## config.mk

```make
export PLATFORM = sky130hd
export DESIGN_NAME = pt_walker
export DESIGN_NICKNAME = d
export VERILOG_FILES = /design/src/rtl/pt_walker_pkg.sv /design/src/rtl/pt_base_reg.sv /design/src/rtl/pt_entry_addr.sv /design/src/rtl/pt_walk_fsm.sv /design/src/rtl/pt_walker.sv
export SDC_FILE = /design/constraint.sdc
export NUM_CORES = 1
export LEC_CHECK = 0
export CAP_MARGIN = 20
export CORE_UTILIZATION = 54
export CTS_CLUSTER_SIZE = 10
export DETAILED_ROUTE_END_ITERATION = 10
export PLACE_DENSITY_LB_ADDON = 0.15
export SLEW_MARGIN = 30
export SYNTH_ARGS = -nofsm -noshare
export SYNTH_HDL_FRONTEND = slang
export SYNTH_SLANG_ARGS = --single-unit
```

## constraint.sdc

```tcl
create_clock -name clk_i -period 6.57 [get_ports clk_i]
set_input_delay 1.314 -clock clk_i [delete_from_list [all_inputs] [get_ports clk_i]]
set_output_delay 1.314 -clock clk_i [all_outputs]
set_load 0.05 [all_outputs]
```

## src/rtl/pt_walker_pkg.sv

```systemverilog
package pt_walker_pkg;
  typedef enum logic [1:0] {
    ST_IDLE     = 2'd0,
    ST_READ_DIR = 2'd1,
    ST_READ_PTE = 2'd2,
    ST_DONE     = 2'd3
  } walk_state_e;

  typedef enum logic {
    LVL_DIR = 1'b0,
    LVL_PTE = 1'b1
  } fault_lvl_e;
endpackage

```

## src/rtl/pt_base_reg.sv

```systemverilog
module pt_base_reg #(
  parameter int unsigned AW = 32
) (
  input  logic          clk_i,
  input  logic          rst_ni,
  input  logic          we_i,
  input  logic [AW-1:0] wdata_i,
  output logic [AW-1:0] base_o
);
  always_ff @(posedge clk_i or negedge rst_ni) begin
    if (!rst_ni)   base_o <= '0;
    else if (we_i) base_o <= wdata_i;
  end
endmodule

```

## src/rtl/pt_entry_addr.sv

```systemverilog
module pt_entry_addr #(
  parameter int unsigned AW        = 32,
  parameter int unsigned ENT_LOG2  = 2
) (
  input  logic [AW-1:0] tbl_base_i,
  input  logic [AW-1:0] idx_i,
  output logic [AW-1:0] addr_o
);
  always_comb addr_o = tbl_base_i + (idx_i << ENT_LOG2);
endmodule

```

## src/rtl/pt_walk_fsm.sv

```systemverilog
module pt_walk_fsm
  import pt_walker_pkg::*;
#(
  parameter int unsigned AW    = 32,
  parameter int unsigned DIR_W = 10,
  parameter int unsigned PG_W  = 10,
  parameter int unsigned OFF_W = 12
) (
  input  logic          clk_i,
  input  logic          rst_ni,
  input  logic          req_valid_i,
  output logic          req_ready_o,
  input  logic [AW-1:0] req_vaddr_i,
  input  logic [AW-1:0] base_i,
  output logic          rsp_valid_o,
  input  logic          rsp_ready_i,
  output logic [AW-1:0] rsp_paddr_o,
  output logic          rsp_fault_o,
  output logic          rsp_level_o,
  output logic          mem_req_o,
  input  logic          mem_rvalid_i,
  input  logic [AW-1:0] mem_rdata_i,
  output logic [AW-1:0] tbl_base_o,
  output logic [AW-1:0] tbl_idx_o
);
  localparam int unsigned FRAME_W = AW - OFF_W;
  localparam int unsigned PG_LSB  = OFF_W;
  localparam int unsigned DIR_LSB = OFF_W + PG_W;

  walk_state_e          state_q;
  logic [AW-1:0]        va_q;
  logic [AW-1:0]        dir_base_q;
  logic [FRAME_W-1:0]   tbase_q;
  logic [AW-1:0]        paddr_q;
  logic                 fault_q;
  fault_lvl_e           lvl_q;
  logic                 entry_ok;

  assign entry_ok    = mem_rdata_i[0];
  assign req_ready_o = (state_q == ST_IDLE);
  assign rsp_valid_o = (state_q == ST_DONE);
  assign mem_req_o   = (state_q == ST_READ_DIR) || (state_q == ST_READ_PTE);
  assign rsp_paddr_o = paddr_q;
  assign rsp_fault_o = fault_q;
  assign rsp_level_o = lvl_q;

  always_comb begin
    if (state_q == ST_READ_PTE) begin
      tbl_base_o = {tbase_q, {OFF_W{1'b0}}};
      tbl_idx_o  = AW'(va_q[PG_LSB +: PG_W]);
    end else begin
      tbl_base_o = dir_base_q;
      tbl_idx_o  = AW'(va_q[DIR_LSB +: DIR_W]);
    end
  end

  always_ff @(posedge clk_i or negedge rst_ni) begin
    if (!rst_ni) begin
      state_q    <= ST_IDLE;
      va_q       <= '0;
      dir_base_q <= '0;
      tbase_q    <= '0;
      paddr_q    <= '0;
      fault_q    <= 1'b0;
      lvl_q      <= LVL_DIR;
    end else begin
      unique case (state_q)
        ST_IDLE: if (req_valid_i) begin
          va_q       <= req_vaddr_i;
          dir_base_q <= base_i;
          state_q    <= ST_READ_DIR;
        end
        ST_READ_DIR: if (mem_rvalid_i) begin
          if (entry_ok) begin
            tbase_q <= mem_rdata_i[AW-1:OFF_W];
            state_q <= ST_READ_PTE;
          end else begin
            paddr_q <= '0;
            fault_q <= 1'b1;
            lvl_q   <= LVL_DIR;
            state_q <= ST_DONE;
          end
        end
        ST_READ_PTE: if (mem_rvalid_i) begin
          fault_q <= !entry_ok;
          lvl_q   <= LVL_PTE;
          paddr_q <= entry_ok ? {mem_rdata_i[AW-1:OFF_W], va_q[OFF_W-1:0]} : '0;
          state_q <= ST_DONE;
        end
        ST_DONE: if (rsp_ready_i) state_q <= ST_IDLE;
        default: state_q <= ST_IDLE;
      endcase
    end
  end

  AST_ADDR_HELD: assert property (@(posedge clk_i) disable iff (!rst_ni)
    mem_req_o && !mem_rvalid_i |=> mem_req_o && $stable(tbl_base_o) && $stable(tbl_idx_o));
  AST_RSP_HELD: assert property (@(posedge clk_i) disable iff (!rst_ni)
    rsp_valid_o && !rsp_ready_i |=> rsp_valid_o && $stable(rsp_paddr_o) && $stable(rsp_fault_o));
  AST_DIR_MISS_STOPS: assert property (@(posedge clk_i) disable iff (!rst_ni)
    (state_q == ST_READ_DIR) && mem_rvalid_i && !mem_rdata_i[0]
      |=> rsp_valid_o && rsp_fault_o && !rsp_level_o && !mem_req_o);
  AST_BUSY_NO_ACCEPT: assert property (@(posedge clk_i) disable iff (!rst_ni)
    req_ready_o |-> !mem_req_o && !rsp_valid_o);
  AST_PTE_MISS_LEVEL: assert property (@(posedge clk_i) disable iff (!rst_ni)
    (state_q == ST_READ_PTE) && mem_rvalid_i && !mem_rdata_i[0]
      |=> rsp_fault_o && rsp_level_o && (rsp_paddr_o == '0));
endmodule

```

## src/rtl/pt_walker.sv

```systemverilog
module pt_walker #(
  parameter int unsigned AW       = 32,
  parameter int unsigned DIR_W    = 10,
  parameter int unsigned PG_W     = 10,
  parameter int unsigned OFF_W    = 12,
  parameter int unsigned ENT_LOG2 = 2
) (
  input  logic          clk_i,
  input  logic          rst_ni,
  input  logic          base_we_i,
  input  logic [AW-1:0] base_wdata_i,
  input  logic          req_valid_i,
  output logic          req_ready_o,
  input  logic [AW-1:0] req_vaddr_i,
  output logic          rsp_valid_o,
  input  logic          rsp_ready_i,
  output logic [AW-1:0] rsp_paddr_o,
  output logic          rsp_fault_o,
  output logic          rsp_level_o,
  output logic          mem_req_o,
  output logic [AW-1:0] mem_addr_o,
  input  logic          mem_rvalid_i,
  input  logic [AW-1:0] mem_rdata_i
);
  logic [AW-1:0] base_q;
  logic [AW-1:0] tbl_base;
  logic [AW-1:0] tbl_idx;

  pt_base_reg #(.AW(AW)) i_base (
    .clk_i   (clk_i),
    .rst_ni  (rst_ni),
    .we_i    (base_we_i),
    .wdata_i (base_wdata_i),
    .base_o  (base_q)
  );

  pt_walk_fsm #(.AW(AW), .DIR_W(DIR_W), .PG_W(PG_W), .OFF_W(OFF_W)) i_fsm (
    .clk_i        (clk_i),
    .rst_ni       (rst_ni),
    .req_valid_i  (req_valid_i),
    .req_ready_o  (req_ready_o),
    .req_vaddr_i  (req_vaddr_i),
    .base_i       (base_q),
    .rsp_valid_o  (rsp_valid_o),
    .rsp_ready_i  (rsp_ready_i),
    .rsp_paddr_o  (rsp_paddr_o),
    .rsp_fault_o  (rsp_fault_o),
    .rsp_level_o  (rsp_level_o),
    .mem_req_o    (mem_req_o),
    .mem_rvalid_i (mem_rvalid_i),
    .mem_rdata_i  (mem_rdata_i),
    .tbl_base_o   (tbl_base),
    .tbl_idx_o    (tbl_idx)
  );

  pt_entry_addr #(.AW(AW), .ENT_LOG2(ENT_LOG2)) i_addr (
    .tbl_base_i (tbl_base),
    .idx_i      (tbl_idx),
    .addr_o     (mem_addr_o)
  );

  AST_REQ_ONLY_WHEN_BUSY: assert property (@(posedge clk_i) disable iff (!rst_ni)
    mem_req_o |-> !req_ready_o);
endmodule

```

# --- Yosys cells after proc, flatten, opt, wreduce, memory -nomap -nowiden ---
# Cells that the tools add are included.
classes:
  reduce_logical: 8
  muxes: 21
  addsub: 1
  eq_ne: 8
op_table:
  columns: ["op", "count"]
  rows:
  - ["32-bit 2-to-1 mux", 5]
  - ["32-bit case mux with 2 select lines", 1]
  - ["32-bit by 12-bit adder with 32-bit output", 1]
  - ["10-bit 2-to-1 mux", 1]
  - ["2-bit 2-to-1 mux", 4]
  - ["2-bit inequality test, second input constant", 4]
  - ["2-bit case mux with 4 select lines", 1]
  - ["4-bit AND reduction", 2]
  - ["1-bit 2-to-1 mux", 7]
  - ["2-bit == test, second input constant", 2]
  - ["1-bit case mux with 2 select lines", 2]
  - ["3-bit AND reduction", 1]
  - ["2-bit by 1-bit == test with 1-bit output, second input constant", 1]
  - ["2-bit logical NOT", 1]
  - ["2-bit by 1-bit inequality test with 1-bit output, second input constant", 1]
  - ["2-bit AND reduction", 1]
  - ["2-bit nonzero test", 1]
  - ["1-bit logical NOT", 1]
  - ["1-bit logical OR", 1]
word_totals:
  wordCells: 46
  ff_bits: 152
  inputBits: 102

# --- Logic depth before layout (Yosys ltp) ---
# Gate-level depths: netlist of the first run.
depth:
  depth_word: 3
  mapped_depth: 15
  mapped_depth_nobuf: 11

# --- Modules after synthesis ---
# Synthesis of the first run repeated with hierarchy kept, for this count alone.
hier_totals:
  hier_cells: 652
  area_unflattened_um2: 8280.4
modules_own_cells:
  columns: ["mod", "instances", "cells_each", "area_each_um2"]
  rows:
  - ["pt_walk_fsm", 1, 347, 5171.2]
  - ["pt_entry_addr", 1, 237, 1764.2]
  - ["pt_base_reg", 1, 68, 1345.0]

# --- Least setup slack after synthesis of the first run ---
# OpenSTA, ideal clock, no wires.
synth_timing:
  path_kind: "register to output"
  from: "register i_fsm.state_q[0]"
  to: "output port mem_addr_o[22]"
  required_time_ns: 5.256
  path_stages_with_launch: 16
  arrival_ns: 4.115
  path_slack_ns: 1.141
  path_cell_list: "dfrtp_1 -> inv_1 -> ha_1 -> buf_6 -> buf_2 -> buf_2 -> buf_1 -> mux2_2 -> ha_1 -> fa_1 -> a211oi_1 -> o21a_1 -> or2_2 -> a211oi_2 -> nor2b_1 -> xnor2_1"
synth_via:
  elab_chain_len: 3
synth_rtl:
  columns: ["item", "line_no", "rtl"]
  rows:
  - ["start: declaration", "pt_walk_fsm.sv:30", "walk_state_e state_q;"]
  - ["start signal: assignment", "pt_walk_fsm.sv:59", "state_q <= ST_IDLE;"]
  - ["start signal: assignment", "pt_walk_fsm.sv:71", "state_q <= ST_READ_DIR;"]
  - ["start signal: assignment", "pt_walk_fsm.sv:76", "state_q <= ST_READ_PTE;"]
  - ["2-bit == test *", "pt_walk_fsm.sv:48", "if (state_q == ST_READ_PTE) begin"]
  - ["32-bit 2-to-1 mux / 10-bit 2-to-1 mux (equally long branches)", "pt_walk_fsm.sv:48", null]
  - ["32-bit by 12-bit adder with 32-bit output *", "pt_entry_addr.sv:9", "always_comb addr_o = tbl_base_i + (idx_i << ENT_LOG2);"]
  - ["end: declaration", "pt_walker.sv:21", "output logic [AW-1:0] mem_addr_o,"]
# Every way passes the cells marked *; elsewhere a longest branch is shown, timed or not.

# --- Final worst setup path of the first run ---
# Same ends and word-level chain as after synthesis.

==> flow_metrics.env, run 1 <==
export IMPL_rsz0062_at_grt="no"
export IMPL_track_usage_pct=24.87
export IMPL_finalNonFillerCells=870
export IMPL_muxShareOfSynthArea_pct=22.27
export IMPL_finalNetCount=801
export IMPL_synth_seq_cells=152
export IMPL_cts_sinks=152
export IMPL_grt_pass1_wl_um=25090
export IMPL_clock_fmax_mhz=163.3
export IMPL_setup_worst_path_start="i_fsm.state_q[0]"
export IMPL_r2r_setup_slack_ns=3.64
export IMPL_min_period_ns=6.123
export IMPL_synth_area_per_cell_um2=13.39
export IMPL_critical_path_max_fanout=23
export IMPL_start_util_pct=55.79
export IMPL_root_buffer="clkbuf_16"
export IMPL_finalSetupViolCount=0
export IMPL_drc=0
export IMPL_grt_max_degree=91
export IMPL_hold_viol_final=0
export IMPL_totalWireLength_um=15660
export IMPL_ys_seq_area_share_pct=53.81
export IMPL_multi_input_area_mm2=0.003146
export IMPL_fp_dieW_um=116.4
export IMPL_drt_pass1_iter_count=4
export IMPL_vias=4854
export IMPL_yosysTopAreaCell="dfrtp_1"
export IMPL_cts_htree_levels=4
export IMPL_vias_per_cell=5.579
export IMPL_nFillCells=840
export IMPL_port_buffer_count=159
export IMPL_cts_repair_resized=0
export IMPL_synth_warnings=0
export IMPL_postCtsSetupBuffers=0
export IMPL_whs_ns=0.4939
export IMPL_cts_tree="done"
export IMPL_r2r_cells=7
export IMPL_r2r_start="i_fsm.state_q[0]"
export IMPL_dp_hpwl_um=10850
export IMPL_synthAdderAreaFrac_pct=2.761
export IMPL_r2r_end="i_fsm.rsp_level_o"
export IMPL_final_common_cell="clkdlybuf4s50_1"
export IMPL_gp_congestion=0.8058
export IMPL_area_delta_synth_final_pct=33.12
export IMPL_hold_class="flip-flop to flip-flop"
export IMPL_rows=41
export IMPL_clk_latency_ns=0.42
export IMPL_drive_gt1_share_pct=25.97
export IMPL_cts_buffers=17
export IMPL_worstPathArrival_ns=4.81
export IMPL_drtIter0Drc=180
export IMPL_clk_path_buf_depth=2
export IMPL_worst_pin_slew_ns=0.8134
export IMPL_cts_hold_fix_buffers=0
export IMPL_utilization_pct=74.27
export IMPL_relSlewSlack_pct=45.78
export IMPL_max_cap_violations=0
export IMPL_dieArea_mm2=0.01355
export IMPL_io_pins=171
export IMPL_synth_top_area_share_pct=53.81
export IMPL_tns_ns=0
export IMPL_synth_top_family_by_area="multiplexers"
export IMPL_final_cell_mix="clkdlybuf4s50_1, dfrtp_1, mux2_2, a22o_1, nor2b_1"
export IMPL_synthSimpleGateAreaFrac_pct=6.460
export IMPL_slew_viol_final=0
export IMPL_timing_final_crit_share_pct=93.19
export IMPL_synth_compound_area_share_pct=9.239
export IMPL_endpoint_kind="output pin"
export IMPL_antenna_found_initial=1
export IMPL_dpl_cell_count=837
export IMPL_clkTransAtPathRegs_ns=0.06
export IMPL_critPathKind="flip-flop to output pin"
export IMPL_fin_skew_ns=0.005768
export IMPL_wl_per_cell_um=18.00
export IMPL_final_seq_area_mm2=0.003804
export IMPL_status="finished clean"
export IMPL_synth_fp_nets=645
export IMPL_drtAntennaViolNets=0
export IMPL_ys_flop_type="dfrtp_1"
export IMPL_grt_pass1_vias=5120
export IMPL_syn_area_mm2=0.007069
export IMPL_fp_dieH_um=116.4
export IMPL_core_area_mm2=0.01267
export IMPL_synthXorXnorAreaFrac_pct=3.593
export IMPL_synth_edff_count=0
export IMPL_synth_cell_types=48
export IMPL_critical_path_required_ns=5.26
export IMPL_grt_remaining_overflow=0
export IMPL_worstSetupStartpointType="flip-flop"
export IMPL_synthCells=528
export IMPL_netlist_top_cells_area="dfrtp_1, mux2_2, a22o_1"
export IMPL_cp_endpoint="mem_addr_o[22]"
export IMPL_async_reset_ff_share_pct=100.0
-- stage by stage --
stage | setup WS [ns] | cell area (um2)
3_3_place_gp | 1.072 | 8802
4_1_cts | 0.4712 | 9408
2_1_floorplan | 1.141 | 7069
3_5_place_dp | 0.9704 | 8810
5_1_grt | 0.2914 | 9410
6_report | 0.4474 | 9410
-- metal layers --
metal	GRT usage [%]	up-vias	wire length, um
met3	6.020	28	772
li1	-	2238	-
met4	11.97	0	433
met1	29.96	2457	6676
met5	0	-	0
met2	42.01	131	7777
-- synth_stat cells (2+ instances only) --
cell / count
ha_1: 14
buf_2: 4
o21ai_0: 7
o21bai_1: 2
a211oi_2: 2
or2_2: 2
a22o_1: 32
xor2_1: 11
nand3b_4: 2
nand3_1: 11
dfrtp_1: 152
nor2b_1: 21
xnor2_1: 18
nor3_1: 3
mux2_2: 130
a32o_1: 3
inv_1: 4
buf_1: 5
o221ai_1: 3
nand4_1: 2
a211oi_1: 2
a21o_1: 5
a21oi_1: 19
nand2_1: 12
mux2i_1: 11
clkbuf_1: 16
nor2_1: 9
a32oi_1: 5
o31ai_1: 2
-- registers in the layout, summed over array words and instances (netlist names) --
name / count
i_base.base_o: 32
i_fsm.dir_base_q: 32
i_fsm.rsp_paddr_o: 32
i_fsm.va_q: 32
i_fsm.tbase_q: 20
i_fsm.state_q: 2
i_fsm.rsp_fault_o: 1
i_fsm.rsp_level_o: 1
-- area by class of cell --
cell class	instances	share of cell area [%]
Clock buffer	20	4.747
Tap cell	172	2.287
Antenna cell	1	0.02659
Inverter	4	0.1596
Sequential cell	152	40.42
Multi-Input combinational cell	345	33.43
Timing Repair Buffer	164	17.32
Clock inverter	12	1.609
-- critical path, cell delays in order (launching register included) --
cell and delay [ns]:
dfrtp_1 0.43, inv_1 0.10, ha_2 0.54, mux2_2 0.42
ha_1 0.37, o21ai_0 0.14, o21a_1 0.21, or2_2 0.31
a211oi_2 0.58, nor2b_1 0.25, xnor2_1 0.17, clkdlybuf4s50_1 0.84
-- how the worst min path moves through the flow --
stage	start	cells after the start	end	slack (ns)
finish	i_fsm.va_q[0]	1	i_fsm.rsp_paddr_o[0]	0.49
global route	i_fsm.va_q[7]	1	i_fsm.rsp_paddr_o[7]	0.51
CTS	i_fsm.va_q[10]	1	i_fsm.rsp_paddr_o[10]	0.49
detailed placement	i_fsm.va_q[1]	1	i_fsm.rsp_paddr_o[1]	0.48
global placement	i_fsm.va_q[11]	1	i_fsm.rsp_paddr_o[11]	0.47
floorplan	i_fsm.va_q[0]	1	i_fsm.rsp_paddr_o[0]	0.46
-- kinds of logic after synthesis --
family	count (synthesis)
flops	152
mux	141
compound gates	86
simple gates	74
buf+inv	31
xor+xnor	29
fa+ha+maj	15
Power of run 1 is left out: the tool's default activity adds up to more than one toggle a clock period on the data nets, which glitch-free logic cannot reach.
==> inputs of run 2 (changes only) <==
- CORE_UTILIZATION: 54 -> 56
- SYNTH_HIERARCHICAL: unset -> 1
==> run 2 against run 1 <==
Clock skew increased by 0.0028 ns. Wire length increased by 12%. Non-clock buffer count decreased by 2. Cell area increased by 10%. First-iteration DRC count increased by 11%. Cell count increased by 13%. Sequential share of layout area decreased by 3.7 points. Flip-flop and latch count unchanged. Largest cell class is now multi-input combinational cells.
==> flow_metrics.env, run 2 <==
export IMPL_status="finished clean"
export IMPL_port_buffer_count=159
export IMPL_finalNetCount=929
export IMPL_clkTransAtPathRegs_ns=0.06
export IMPL_r2r_start="i_fsm/state_q[0]"
export IMPL_whs_ns=0.4894
export IMPL_min_period_ns=6.075
export IMPL_slew_viol_final=0
export IMPL_rsz0062_at_grt="no"
export IMPL_root_buffer="clkbuf_16"
export IMPL_vias_per_cell=5.558
export IMPL_clk_path_buf_depth=2
export IMPL_io_pins=171
export IMPL_nFillCells=1059
export IMPL_synthCells=650
export IMPL_critPathKind="flip-flop to output pin"
export IMPL_r2r_cells=5
export IMPL_grt_pass1_wl_um=28120
export IMPL_grt_remaining_overflow=0
export IMPL_wl_per_cell_um=17.72
export IMPL_utilization_pct=71.53
export IMPL_gp_congestion=0.9357
export IMPL_drtAntennaViolNets=0
export IMPL_dieArea_mm2=0.01525
export IMPL_start_util_pct=57.09
export IMPL_fp_dieH_um=123.5
export IMPL_final_common_cell="clkdlybuf4s50_1"
export IMPL_hold_end="i_fsm/rsp_paddr_o[0]"
export IMPL_endpoint_kind="output pin"
export IMPL_antenna_cells=0
export IMPL_cts_tree="done"
export IMPL_cts_hold_fix_buffers=0
export IMPL_drt_pass1_iter_count=5
export IMPL_grt_max_degree=78
export IMPL_vias=5480
export IMPL_finalSetupViolCount=0
export IMPL_dp_hpwl_um=12490
export IMPL_cts_sinks=152
export IMPL_clock_fmax_mhz=164.6
export IMPL_clk_latency_ns=0.43
export IMPL_postCtsSetupBuffers=0
export IMPL_fin_skew_ns=0.008555
export IMPL_worstSetupStartpointType="flip-flop"
export IMPL_core_area_mm2=0.01448
export IMPL_antenna_found_initial=0
export IMPL_hold_depth=1
export IMPL_drc=0
export IMPL_relSlewSlack_pct=38.32
export IMPL_hp_start="i_fsm/va_q[0]"
export IMPL_cts_repair_resized=0
export IMPL_area_delta_synth_final_pct=25.31
export IMPL_critical_path_max_fanout=27
export IMPL_totalWireLength_um=17470
export IMPL_grt_pass1_vias=5730
export IMPL_timing_final_crit_share_pct=92.46
export IMPL_critical_path_required_ns=5.26
export IMPL_cts_htree_levels=4
export IMPL_setup_worst_path_start="i_fsm/state_q[0]"
export IMPL_final_cell_mix="clkdlybuf4s50_1, dfrtp_1, mux2_2, ha_1, a22o_1"
export IMPL_syn_area_mm2=0.008265
export IMPL_max_cap_violations=0
export IMPL_drive_gt1_share_pct=25.69
export IMPL_rows=44
export IMPL_hold_class="flip-flop to flip-flop"
export IMPL_track_usage_pct=24.42
export IMPL_synth_area_per_cell_um2=12.72
export IMPL_r2r_end="i_fsm/rsp_paddr_o[6]"
export IMPL_fp_dieW_um=123.5
export IMPL_tns_ns=0
export IMPL_r2r_setup_slack_ns=4.23
export IMPL_synth_warnings=6
export IMPL_cts_buffers=17
export IMPL_worstPathArrival_ns=4.76
export IMPL_hold_viol_final=0
export IMPL_drtIter0Drc=199
export IMPL_worst_pin_slew_ns=0.9216
## run 2: area by class of cell
type	instances	area (um2)	share of cell area, %
multi-input cells	443	4054	39.14
repair buffers	162	1617	15.61
inverters	16	60.06	0.5799
clock buffers	22	474.2	4.578
clock inverters	7	118.9	1.148
well taps	184	230.2	2.223
flip-flops and latches	152	3804	36.72
## run 2: how the worst max path moves through the flow
stage	end	slack (ns)	depth (start not counted)
after floorplan	mem_addr_o[27]	1.36	13
after global placement	mem_addr_o[26]	0.77	14
after detailed placement	mem_addr_o[28]	0.72	14
after CTS	mem_addr_o[28]	0.24	14
after global routing	mem_addr_o[28]	0.19	14
final	mem_addr_o[26]	0.50	14
## run 2: metal layers
metal,wire length (um),vias to the layer above,GRT usage [%],part of all wire (%)
met2,8793,157,41.31,50
met4,335,0,9.337,1.9
li1,-,2595,-,-
met1,7483,2701,29.95,43
met3,861,27,6.181,4.9
met5,0,-,0,0
## run 2: critical path: stages, from the launching register on
cell and delay (ns):
dfrtp_1 0.41, inv_1 0.17, ha_4 0.41, mux2_2 0.28, ha_1 0.17, inv_1 0.05
fa_1 0.39, nor2b_1 0.21, o2111ai_1 0.18, a311oi_1 0.32, nor2_1 0.15, o311ai_4 0.29
a41oi_1 0.18, xnor2_1 0.24, clkdlybuf4s50_1 0.84
## run 2: stage by stage
stage,cell area [um2],instances,worst slack [ns]
2_1_floorplan,8337,669,1.363
3_3_place_gp,9742,957,0.7698
3_5_place_dp,9751,957,0.7230
4_1_cts,10340,986,0.2399
5_1_grt,10360,986,0.1941
6_report,10360,986,0.4951
Power of run 2 is left out for the same reason.
==> inputs of run 3 (changes only) <==
- RECOVER_POWER: unset -> 50
==> run 3 against run 2 <==
Wire length down 0.41%. Core utilization down 0.83 points. Maximum frequency is 0.11% higher. First-iteration DRC count grew 26%. Die area did not move. The run now ends with capacitance limit, slew limit left. Cell count unchanged. Count of clock-buffer cells in the layout stayed put. Clock skew about the same. Setup slack better by 0.0067 ns.
==> flow_metrics.env, run 3 (synthesized netlist as in run 2, its figures left out) <==
export IMPL_port_buffer_count=159
export IMPL_violations="capacitance limit, slew limit"
export IMPL_antenna_cells=0
export IMPL_clk_path_buf_depth=2
export IMPL_antenna_found_initial=0
export IMPL_fin_skew_ns=0.008259
export IMPL_multi_input_area_mm2=0.003945
export IMPL_cts_buffers=17
export IMPL_slew_viol_final=111
export IMPL_nFillCells=1092
export IMPL_worstPathArrival_ns=4.75
export IMPL_vias=5496
export IMPL_endpoint_kind="output pin"
export IMPL_final_common_cell="clkdlybuf4s50_1"
export IMPL_rows=44
export IMPL_hold_class="flip-flop to flip-flop"
export IMPL_rsz0062_at_grt="no"
export IMPL_drt_pass1_iter_count=8
export IMPL_worstSetupStartpointType="flip-flop"
export IMPL_post_dp_cell_area_mm2=0.009751
export IMPL_hold_viol_final=0
export IMPL_finalNetCount=929
export IMPL_critPathKind="flip-flop to output pin"
export IMPL_critical_path_required_ns=5.26
export IMPL_tns_ns=0
export IMPL_cts_htree_levels=4
export IMPL_grt_pass1_vias=5730
export IMPL_root_buffer="clkbuf_16"
export IMPL_core_area_mm2=0.01448
export IMPL_dieArea_mm2=0.01525
export IMPL_relSlewSlack_pct=-174.1
export IMPL_final_seq_area_mm2=0.003804
export IMPL_crit_path_frequent_cell="inv_1"
export IMPL_fp_dieH_um=123.5
export IMPL_gp_congestion=0.9357
export IMPL_finalSetupViolCount=0
export IMPL_cts_tree="done"
export IMPL_cts_sinks=152
export IMPL_slowest_delay_ns=0.84
export IMPL_area_delta_synth_final_pct=23.86
export IMPL_drtIter0Drc=250
export IMPL_wl_per_cell_um=17.65
export IMPL_drc=0
export IMPL_vias_per_cell=5.574
export IMPL_drive_gt1_share_pct=21.70
export IMPL_grt_pass1_wl_um=28120
export IMPL_status="complete, but fails checks"
export IMPL_cts_hold_fix_buffers=0
export IMPL_path_cells="inv_1 -> ha_4 -> mux2_2 -> ha_1 -> inv_1 -> fa_1 -> nor2b_1 -> o2111ai_1 -> a311oi_1 -> nor2_1 -> o311ai_4 -> a41oi_1 -> xnor2_1 -> clkdlybuf4s50_1"
export IMPL_drtAntennaViolNets=0
export IMPL_start_util_pct=57.09
export IMPL_clkTransAtPathRegs_ns=0.06
export IMPL_slowest_stage="clkdlybuf4s50_1"
export IMPL_io_pins=171
export IMPL_clk_latency_ns=0.42
export IMPL_track_usage_pct=24.42
export IMPL_stdcell_area_mm2=0.01024
export IMPL_fp_dieW_um=123.5
export IMPL_worst_pin_slew_ns=4.112
export IMPL_critical_path_max_fanout=27
export IMPL_max_cap_violations=2
export IMPL_totalWireLength_um=17400
export IMPL_grt_max_degree=78
export IMPL_dp_hpwl_um=12490
export IMPL_clock_fmax_mhz=164.8
export IMPL_final_cell_mix="clkdlybuf4s50_1, dfrtp_1, mux2_2, ha_1, a22o_1"
export IMPL_min_period_ns=6.068
export IMPL_grt_remaining_overflow=0
export IMPL_postCtsSetupBuffers=0
export IMPL_timing_final_crit_share_pct=92.36
[run 3: cell count changes in the layout (fill, tap and decap cells not counted), sizes merged]
cell	change
buf	-2
clkbuf	+2
clkdlybuf4s50	-1
dlygate4sd3	+1
[run 3: through the flow]
| stage | utilization (%) | instances | hold slack (ns) | setup WS [ns] |
|---|---|---|---|---|
| floorplan | - | 669 | 0.4603 | 1.363 |
| global placement | 67.28 | 957 | 0.4696 | 0.7698 |
| detailed placement | 67.34 | 957 | 0.4783 | 0.7230 |
| CTS | 71.44 | 986 | 0.4901 | 0.2399 |
| global route | 70.71 | 986 | 0.4977 | 0.1941 |
| finish | 70.71 | 986 | 0.4833 | 0.5018 |
[run 3: worst paths after layout]
path,start,to,slack (ns),cells past startpoint
setup / recovery,i_fsm/state_q[0],mem_addr_o[26],0.50,14
setup reg to reg,i_fsm/state_q[0],i_fsm/rsp_paddr_o[2],4.23,5
min in group asynchronous,rst_ni,i_fsm/rsp_paddr_o[0],2.33,1
hold reg to reg,i_base/base_o[5],i_base/base_o[5],0.48,1
hold / removal,i_base/base_o[5],i_base/base_o[5],0.48,1
max in group asynchronous,rst_ni,i_fsm/va_q[14],1.91,1
[run 3: worst max-delay path: cells and delay by family, from the launching register on]
kind                       cells  cell delay (ns)
DFF                            1             0.41
AOI/OAI and AO/OA              4             0.97
adders and majority gates      3             0.97
muxes                          1             0.28
and+or+nand+nor                2             0.36
xor gates and xnor gates       1             0.24
buffers and inverters          3             1.06
[run 3: layer usage]
metal | GRT usage (%) | vias up | routed length [um]
met5 | 0 | - | 0
met4 | 9.337 | 0 | 313
met3 | 6.181 | 23 | 866
met2 | 41.31 | 158 | 8762
met1 | 29.95 | 2721 | 7459
li1 | - | 2594 | -
[run 3: repair_timing]
action                                  4_1_cts  5_1_grt
hold endpoints to repair                      0        0
endpoints found under the setup margin        0        3
gates resized for setup                       0        1
[run 3: final cells by class]
type / instances / share of cell area, %
well taps: 184 / 2.249
inverters: 16 / 0.5867
clock inverters: 7 / 1.161
repair buffers: 162 / 15.68
flip-flops and latches: 152 / 37.15
multi-input cells: 443 / 38.54
clock buffers: 22 / 4.632
Power of run 3 is left out for the same reason.
